`src/rtl/oc_arith_pkg.sv`:
```
package oc_arith_pkg;
    localparam int WORD_W = 15;

    typedef enum logic [3:0] {
        OP_NOP   = 4'd0,
        OP_ADD   = 4'd1,
        OP_SUB   = 4'd2,
        OP_LDC   = 4'd3,
        OP_INC   = 4'd4,
        OP_AUG   = 4'd5,
        OP_DIM   = 4'd6,
        OP_CCS   = 4'd7,
        OP_STORE = 4'd8
    } op_e;

    typedef enum logic [1:0] {
        ACC_CLEAN   = 2'd0,
        ACC_OVF_POS = 2'd1,
        ACC_OVF_NEG = 2'd2
    } acc_state_e;

    typedef enum logic [1:0] {
        CLS_POS   = 2'd0,
        CLS_PZERO = 2'd1,
        CLS_NEG   = 2'd2,
        CLS_NZERO = 2'd3
    } sign_cls_e;
endpackage

```
`src/rtl/oc_ec_adder.sv`:
```
module oc_ec_adder #(
    parameter int W = 15
) (
    input  logic [W-1:0] a,
    input  logic [W-1:0] b,
    output logic [W-1:0] sum,
    output logic         ovf_pos,
    output logic         ovf_neg
);
    logic [W:0] raw;

    always_comb begin
        raw     = {1'b0, a} + {1'b0, b};
        // carry out re-enters at bit 0; a second carry cannot arise
        sum     = raw[W-1:0] + W'(raw[W]);
        ovf_pos = !a[W-1] && !b[W-1] &&  sum[W-1];
        ovf_neg =  a[W-1] &&  b[W-1] && !sum[W-1];
    end
endmodule

```
`src/rtl/oc_sign_class.sv`:
```
module oc_sign_class #(
    parameter int W = 15
) (
    input  logic [W-1:0]                word,
    output oc_arith_pkg::sign_cls_e     cls,
    output logic                        is_pzero,
    output logic                        is_nzero,
    output logic                        is_neg
);
    import oc_arith_pkg::*;

    always_comb begin
        is_pzero = (word == '0);
        is_nzero = &word;
        is_neg   = word[W-1];
        if (is_pzero)      cls = CLS_PZERO;
        else if (is_nzero) cls = CLS_NZERO;
        else if (is_neg)   cls = CLS_NEG;
        else               cls = CLS_POS;
    end
endmodule

```
`src/rtl/oc_ovf_tracker.sv`:
```
module oc_ovf_tracker (
    input  logic       clk,
    input  logic       rst_n,
    input  logic       op_valid,
    input  logic [3:0] op_code,
    input  logic       sum_ovf_pos,
    input  logic       sum_ovf_neg,
    output logic       ovf_flag,
    output logic       ovf_neg
);
    import oc_arith_pkg::*;

    acc_state_e state_q, state_d;
    op_e        op;

    assign op = op_e'(op_code);

    always_ff @(posedge clk or negedge rst_n) begin
        if (!rst_n) state_q <= ACC_CLEAN;
        else        state_q <= state_d;
    end

    always_comb begin
        state_d = state_q;
        if (op_valid) begin
            unique case (op)
                OP_ADD, OP_SUB: begin
                    if (sum_ovf_pos)      state_d = ACC_OVF_POS;
                    else if (sum_ovf_neg) state_d = ACC_OVF_NEG;
                    else                  state_d = ACC_CLEAN;
                end
                OP_LDC, OP_STORE: state_d = ACC_CLEAN;
                default:          state_d = state_q;
            endcase
        end
    end

    always_comb begin
        unique case (state_q)
            ACC_OVF_POS: begin ovf_flag = 1'b1; ovf_neg = 1'b0; end
            ACC_OVF_NEG: begin ovf_flag = 1'b1; ovf_neg = 1'b1; end
            default:     begin ovf_flag = 1'b0; ovf_neg = 1'b0; end
        endcase
    end
endmodule

```
`src/rtl/oc_arith_unit.sv`:
```
module oc_arith_unit #(
    parameter int W = oc_arith_pkg::WORD_W
) (
    input  logic         clk,
    input  logic         rst_n,
    input  logic         op_valid,
    input  logic [3:0]   op_code,
    input  logic [W-1:0] acc_in,
    input  logic [W-1:0] mem_in,
    output logic [W-1:0] result,
    output logic         acc_we,
    output logic         mem_we,
    output logic [W-1:0] carry_word,
    output logic         carry_we,
    output logic         ovf_flag,
    output logic         ovf_neg,
    output logic [1:0]   ccs_offset,
    output logic         jz_take,
    output logic         jlez_take
);
    import oc_arith_pkg::*;

    localparam logic [W-1:0] PLUS_ONE  = W'(1);
    localparam logic [W-1:0] MINUS_ONE = ~PLUS_ONE;

    op_e          op;
    logic [W-1:0] add_a, add_b, add_sum;
    logic         add_ovf_pos, add_ovf_neg;
    sign_cls_e    mem_cls, acc_cls;
    logic         mem_pz, mem_nz, mem_neg;
    logic         acc_pz, acc_nz, acc_neg;

    assign op = op_e'(op_code);

    always_comb begin
        add_a = acc_in;
        add_b = mem_in;
        unique case (op)
            OP_SUB: add_b = ~mem_in;
            OP_INC: begin add_a = mem_in; add_b = PLUS_ONE; end
            OP_AUG: begin add_a = mem_in; add_b = mem_neg ? MINUS_ONE : PLUS_ONE; end
            OP_DIM: begin add_a = mem_in; add_b = mem_neg ? PLUS_ONE : MINUS_ONE; end
            default: ;
        endcase
    end

    oc_ec_adder #(.W(W)) adder_i (
        .a       (add_a),
        .b       (add_b),
        .sum     (add_sum),
        .ovf_pos (add_ovf_pos),
        .ovf_neg (add_ovf_neg)
    );

    oc_sign_class #(.W(W)) mem_cls_i (
        .word     (mem_in),
        .cls      (mem_cls),
        .is_pzero (mem_pz),
        .is_nzero (mem_nz),
        .is_neg   (mem_neg)
    );

    oc_sign_class #(.W(W)) acc_cls_i (
        .word     (acc_in),
        .cls      (acc_cls),
        .is_pzero (acc_pz),
        .is_nzero (acc_nz),
        .is_neg   (acc_neg)
    );

    oc_ovf_tracker tracker_i (
        .clk         (clk),
        .rst_n       (rst_n),
        .op_valid    (op_valid),
        .op_code     (op_code),
        .sum_ovf_pos (add_ovf_pos),
        .sum_ovf_neg (add_ovf_neg),
        .ovf_flag    (ovf_flag),
        .ovf_neg     (ovf_neg)
    );

    always_comb begin
        result     = add_sum;
        acc_we     = 1'b0;
        mem_we     = 1'b0;
        carry_we   = 1'b0;
        carry_word = ovf_neg ? MINUS_ONE : PLUS_ONE;
        if (op_valid) begin
            unique case (op)
                OP_ADD, OP_SUB: acc_we = 1'b1;
                OP_LDC: begin
                    result = ~mem_in;
                    acc_we = 1'b1;
                end
                OP_INC, OP_AUG: mem_we = 1'b1;
                OP_DIM: begin
                    mem_we = 1'b1;
                    if (mem_pz || mem_nz)          result = mem_in;
                    else if (!mem_neg && &add_sum) result = '0;
                end
                OP_CCS: result = mem_in;
                OP_STORE: begin
                    result   = acc_in;
                    mem_we   = 1'b1;
                    carry_we = ovf_flag;
                end
                default: ;
            endcase
        end
    end

    assign ccs_offset = mem_cls;
    assign jz_take    = (acc_cls == CLS_PZERO);
    assign jlez_take  = acc_pz || acc_nz || acc_neg;
endmodule

```
`config.mk`:
```
export PLATFORM = sky130hd
export DESIGN_NAME = oc_arith_unit
export DESIGN_NICKNAME = d
export VERILOG_FILES = /design/src/rtl/oc_arith_pkg.sv /design/src/rtl/oc_ec_adder.sv /design/src/rtl/oc_sign_class.sv /design/src/rtl/oc_ovf_tracker.sv /design/src/rtl/oc_arith_unit.sv
export SDC_FILE = /design/constraint.sdc
export NUM_CORES = 1
export LEC_CHECK = 0
export BUFFER_PORTS_ARGS = -buffer_cell sky130_fd_sc_hd__buf_2
export CELL_PAD_IN_SITES_DETAIL_PLACEMENT = 1
export CELL_PAD_IN_SITES_GLOBAL_PLACEMENT = 1
export CORE_ASPECT_RATIO = 0.9
export CORE_UTILIZATION = 42
export DETAILED_ROUTE_END_ITERATION = 8
export PLACE_DENSITY = 0.91
export SLEW_MARGIN = 20
export SYNTH_ARGS = -nofsm -noshare
export SYNTH_HDL_FRONTEND = slang
export SYNTH_SLANG_ARGS = --single-unit
```
`constraint.sdc`:
```
create_clock -name clk -period 8 [get_ports clk]
set_input_delay 0.4 -clock clk [delete_from_list [all_inputs] [get_ports clk]]
set_output_delay 0.4 -clock clk [all_outputs]
set_load 0.05 [all_outputs]
```
==> results_tabular.tex <==
\begin{tabular}{lr}
\hline
Metric & Value \\
\hline
\multicolumn{2}{l}{\textbf{Clocking}} \\
\quad Clock-pin slew reported for the worst setup and hold paths after clock tree synthesis & 30 ps \\
\quad Clock root buffer master & clkbuf\_8 \\
\quad Level count of the clock H-tree & 1 \\
\quad CTS tree & done \\
\quad Number of buffers inserted during clock tree synthesis & 3 \\
\quad Post-CTS Resized & 0 \\
\quad Sinks on Clock Net & 2 \\
\quad Post-CTS setup buffer count & 0 \\
\quad Maximum number of buffers from clock root to sink & 2 \\
\quad Clock insertion delay at the later pin of the skew report & 210 ps \\
\quad CTS hold repair buffers & 1 \\
\multicolumn{2}{l}{\textbf{Cells and area}} \\
\quad Number of nets in the final layout & 532 \\
\quad Ratio of cells with drive above 1 in the final layout & 0.252 \\
\quad Most common cell after layout, fill and taps aside & buf\_2 \\
\quad Flip-flop count of the largest register, all copies and words added & 2 \\
\quad Final core utilization & 0.496 \\
\quad Highest-count cells in the layout ignoring fill and taps & buf\_2, nor2\_1, nand2\_1 \\
\quad Layout overhead on the synthesized area & 12.6\% \\
\quad Top Registers & tracker\_i.state\_q x2 \\
\quad Register with the most flip-flops & tracker\_i.state\_q \\
\quad Number of inserted diodes & 0 \\
\multicolumn{2}{l}{\textbf{Power and ir drop}} \\
\quad Worst supply voltage drop on vdd & 0.0549 mV \\
\quad Leakage dissipation & 0.00147 uW \\
\quad Power density relative to cell area & 179 nW/um\^{}2 \\
\quad Total power after layout & 595 uW \\
\multicolumn{2}{l}{\textbf{Timing}} \\
\quad RSZ-0062 raised after global routing & no \\
\quad Count of endpoints failing setup in the final report & 0 \\
\quad Final Hold Viols & 0 \\
\quad Measured slew at the worst slew-check pin & 749 ps \\
\quad Final worst slack & 568 ps \\
\quad Relative max-transition margin & 0.500 \\
\quad Top achievable clock speed & 135 MHz \\
\quad Number of max-slew violations in the final report & 0 \\
\quad Final clock skew & 0 ps \\
\quad Post-route setup TNS & 0 ps \\
\quad Minimum clock period & 7430 ps \\
\quad Period utilisation layout & 0.929 \\
\multicolumn{2}{l}{\textbf{Routing}} \\
\quad DRC violation count after routing & 0 \\
\quad Iteration-0 DRC count of the detailed router & 231 \\
\quad Antenna violation net count after detailed routing & 0 \\
\quad DR vias/cell & 6.49 \\
\quad Number of optimization iterations in the first detailed-route pass & 4 \\
\quad Final wirelength & 11700 microns \\
\quad Routed vias & 3652 \\
\quad Wire length per cell after detailed routing & 20.8 microns \\
\multicolumn{2}{l}{\textbf{Setup path}} \\
\quad CP max stage cell & and2\_0 \\
\quad Required @ worst endpoint & 7600 ps \\
\quad Type of the setup path with the least slack & in -> out \\
\quad CP Cell Sequence & buf\_2 > nor2b\_1 > nand2\_1 > and2\_0 > a211o\_1 > ha\_1 > nand2\_1 > a211oi\_2 > a21oi\_1 > a21oi\_1 > o21a\_1 > o21ai\_0 > nand2b\_1 > ha\_1 > ha\_1 > nand2\_1 > nor3\_1 > nand3\_1 > xor2\_1 > nor4\_1 > o211ai\_1 > nor3\_2 > o221ai\_1 > buf\_2 \\
\quad Kind of capture point of the worst setup path & output pin \\
\quad Maximum fanout along the worst path & 23 \\
\quad CP peak stage delay & 560 ps \\
\quad Top cell family by delay on the critical path & simple AND/OR/NAND/NOR gates \\
\quad Data arrival, critical path & 7030 ps \\
\quad Kind of launch point of the worst setup path & input pin \\
\quad CP bufs+invs & 2 \\
\multicolumn{2}{l}{\textbf{Logic synthesis}} \\
\quad Average footprint of a synthesized cell & 6.88 sq um \\
\quad Count of distinct cell types in the synthesized netlist & 79 \\
\quad Dominant register cell in the synthesized netlist & dfrtp\_1 \\
\quad Synthesis-stage register bit count & 2 \\
\quad Post-Synthesis Cells & 428 \\
\quad Number of enable-type register cells in the synthesized netlist & 0 \\
\quad Yosys synthesis warning count & 0 \\
\quad Share of flip-flops with an asynchronous set or reset after synthesis & 1.00 \\
\quad Mapped Nets & 485 \\
\quad Part of the Yosys area used for sequential elements & 0.0170 \\
\quad Mapped cell area & 2950 sq um \\
\multicolumn{2}{l}{\textbf{Global route}} \\
\quad Top Usage Layer GRT & met2 \\
\quad Initial antenna violation count & 0 \\
\quad Aggregate global-route resource usage & 0.324 \\
\quad Met1 Usage GRT & 0.414 \\
\quad Met2 track demand over resource in global routing & 0.582 \\
\quad Remaining global-route overflow & 0 \\
\quad Via count of the first global-routing pass & 3632 \\
\quad Maximum number of pins on one net before global-route repair & 24 \\
\quad GR Layer Usage met3 & 0.0389 \\
\quad Wire length of the first global-routing pass & 19000 microns \\
\multicolumn{2}{l}{\textbf{Die}} \\
\quad Std-Cell Rows & 28 \\
\quad CORE AREA & 6690 sq um \\
\quad Number of top-level design ports & 76 \\
\quad Vert. Die Dim & 81.4 microns \\
\quad Area of the die & 7350 sq um \\
\quad Initial Util & 0.440 \\
\quad Die outline width & 90.3 microns \\
\multicolumn{2}{l}{\textbf{Placement}} \\
\quad Gpl congestion & 0.925 \\
\quad HPWL after detailed placement & 9480 microns \\
\quad \# port buffers & 75 \\
\quad Pre-CTS setup slack & 677 ps \\
\multicolumn{2}{l}{\textbf{Job}} \\
\quad Max-Cap Viols & 0 \\
\multicolumn{2}{l}{\textbf{Run status}} \\
\quad Outcome & finished clean \\
\multicolumn{2}{l}{\textbf{Min path}} \\
\quad Worst min path class & reg -> reg \\
\hline
\end{tabular}
[synthesized netlist by cell type, drive strengths merged, types with 8 or more instances]
| cell type | instances | share of area |
|---|---|---|
| mux2 | 15 | 0.059 |
| o211ai | 9 | 0.025 |
| nor2 | 54 | 0.069 |
| nor4 | 9 | 0.024 |
| nor3 | 10 | 0.023 |
| a211o | 15 | 0.045 |
| o21ai | 27 | 0.047 |
| inv | 14 | 0.018 |
| xor2 | 18 | 0.054 |
| nand2 | 38 | 0.049 |
| a21oi | 23 | 0.043 |
| clkbuf | 18 | 0.023 |
| xnor2 | 18 | 0.056 |
| ha | 19 | 0.081 |
| nand3 | 14 | 0.024 |
| nand2b | 8 | 0.017 |
| buf | 18 | 0.042 |
[path summary, 6_finish.rpt]
path / startpoint / end / slack [ps] / depth (start not counted)
min in group asynchronous: rst_n / tracker_i.state_q[1]$_DFFE_PN0P_ / 510 / 2
worst min-delay path: tracker_i.state_q[0]$_DFFE_PN0P_ / tracker_i.state_q[0]$_DFFE_PN0P_ / 500 / 1
max in group asynchronous: rst_n / tracker_i.state_q[0]$_DFFE_PN0P_ / 7390 / 2
worst min register to register: tracker_i.state_q[0]$_DFFE_PN0P_ / tracker_i.state_q[0]$_DFFE_PN0P_ / 500 / 1
worst max register to register: tracker_i.state_q[1]$_DFFE_PN0P_ / tracker_i.state_q[1]$_DFFE_PN0P_ / 7300 / 2
worst max-delay path: op_code[2] / result[7] / 570 / 24
[metal layers]
layer  vias up  wire (microns)  part of all wire
met5         -               0                 0
met4         0             267             0.023
met3        27             780             0.067
met2       164            5600              0.48
met1      1785            5060              0.43
li1       1676               -                 -
[power by group]
group	switching, uW	leakage [uW]	total [uW]	internal [uW]
logic	377	0.00142	542	164
clock network	9.22	0.0000216	41.2	31.9
registers	0.679	0.0000275	11.9	11.3
total	387	0.00147	595	207
[cell families (layout without fill, tap and decap cells)]
group,count (synthesis),count (layout),share of synthesized area
compound gates,131,131,0.327
xor+xnor,36,36,0.110
fa+ha+maj,20,20,0.0875
buf+inv,50,95,0.0837
flops,2,2,0.0170
mux,17,17,0.0654
simple gates,172,172,0.310
[stage by stage]
step / std cells / hold slack (ps) / instance area [sq um]
floorplan: 428 / 104 / 2950
global placement: 559 / 186 / 3260
detailed placement: 559 / 189 / 3260
finish: 563 / 496 / 3320
CTS: 563 / 500 / 3310
global route: 563 / 521 / 3320
[final cells by class]
class | count | area [sq um]
timing repair buffer | 78 | 400
fill | 897 | 3370
multi-input combinational | 376 | 2660
sequential | 2 | 50.0
clock buffer | 3 | 41.3
inverter | 14 | 52.6
tap | 90 | 113
No activity file was read; power rests on OpenSTA's default activity.
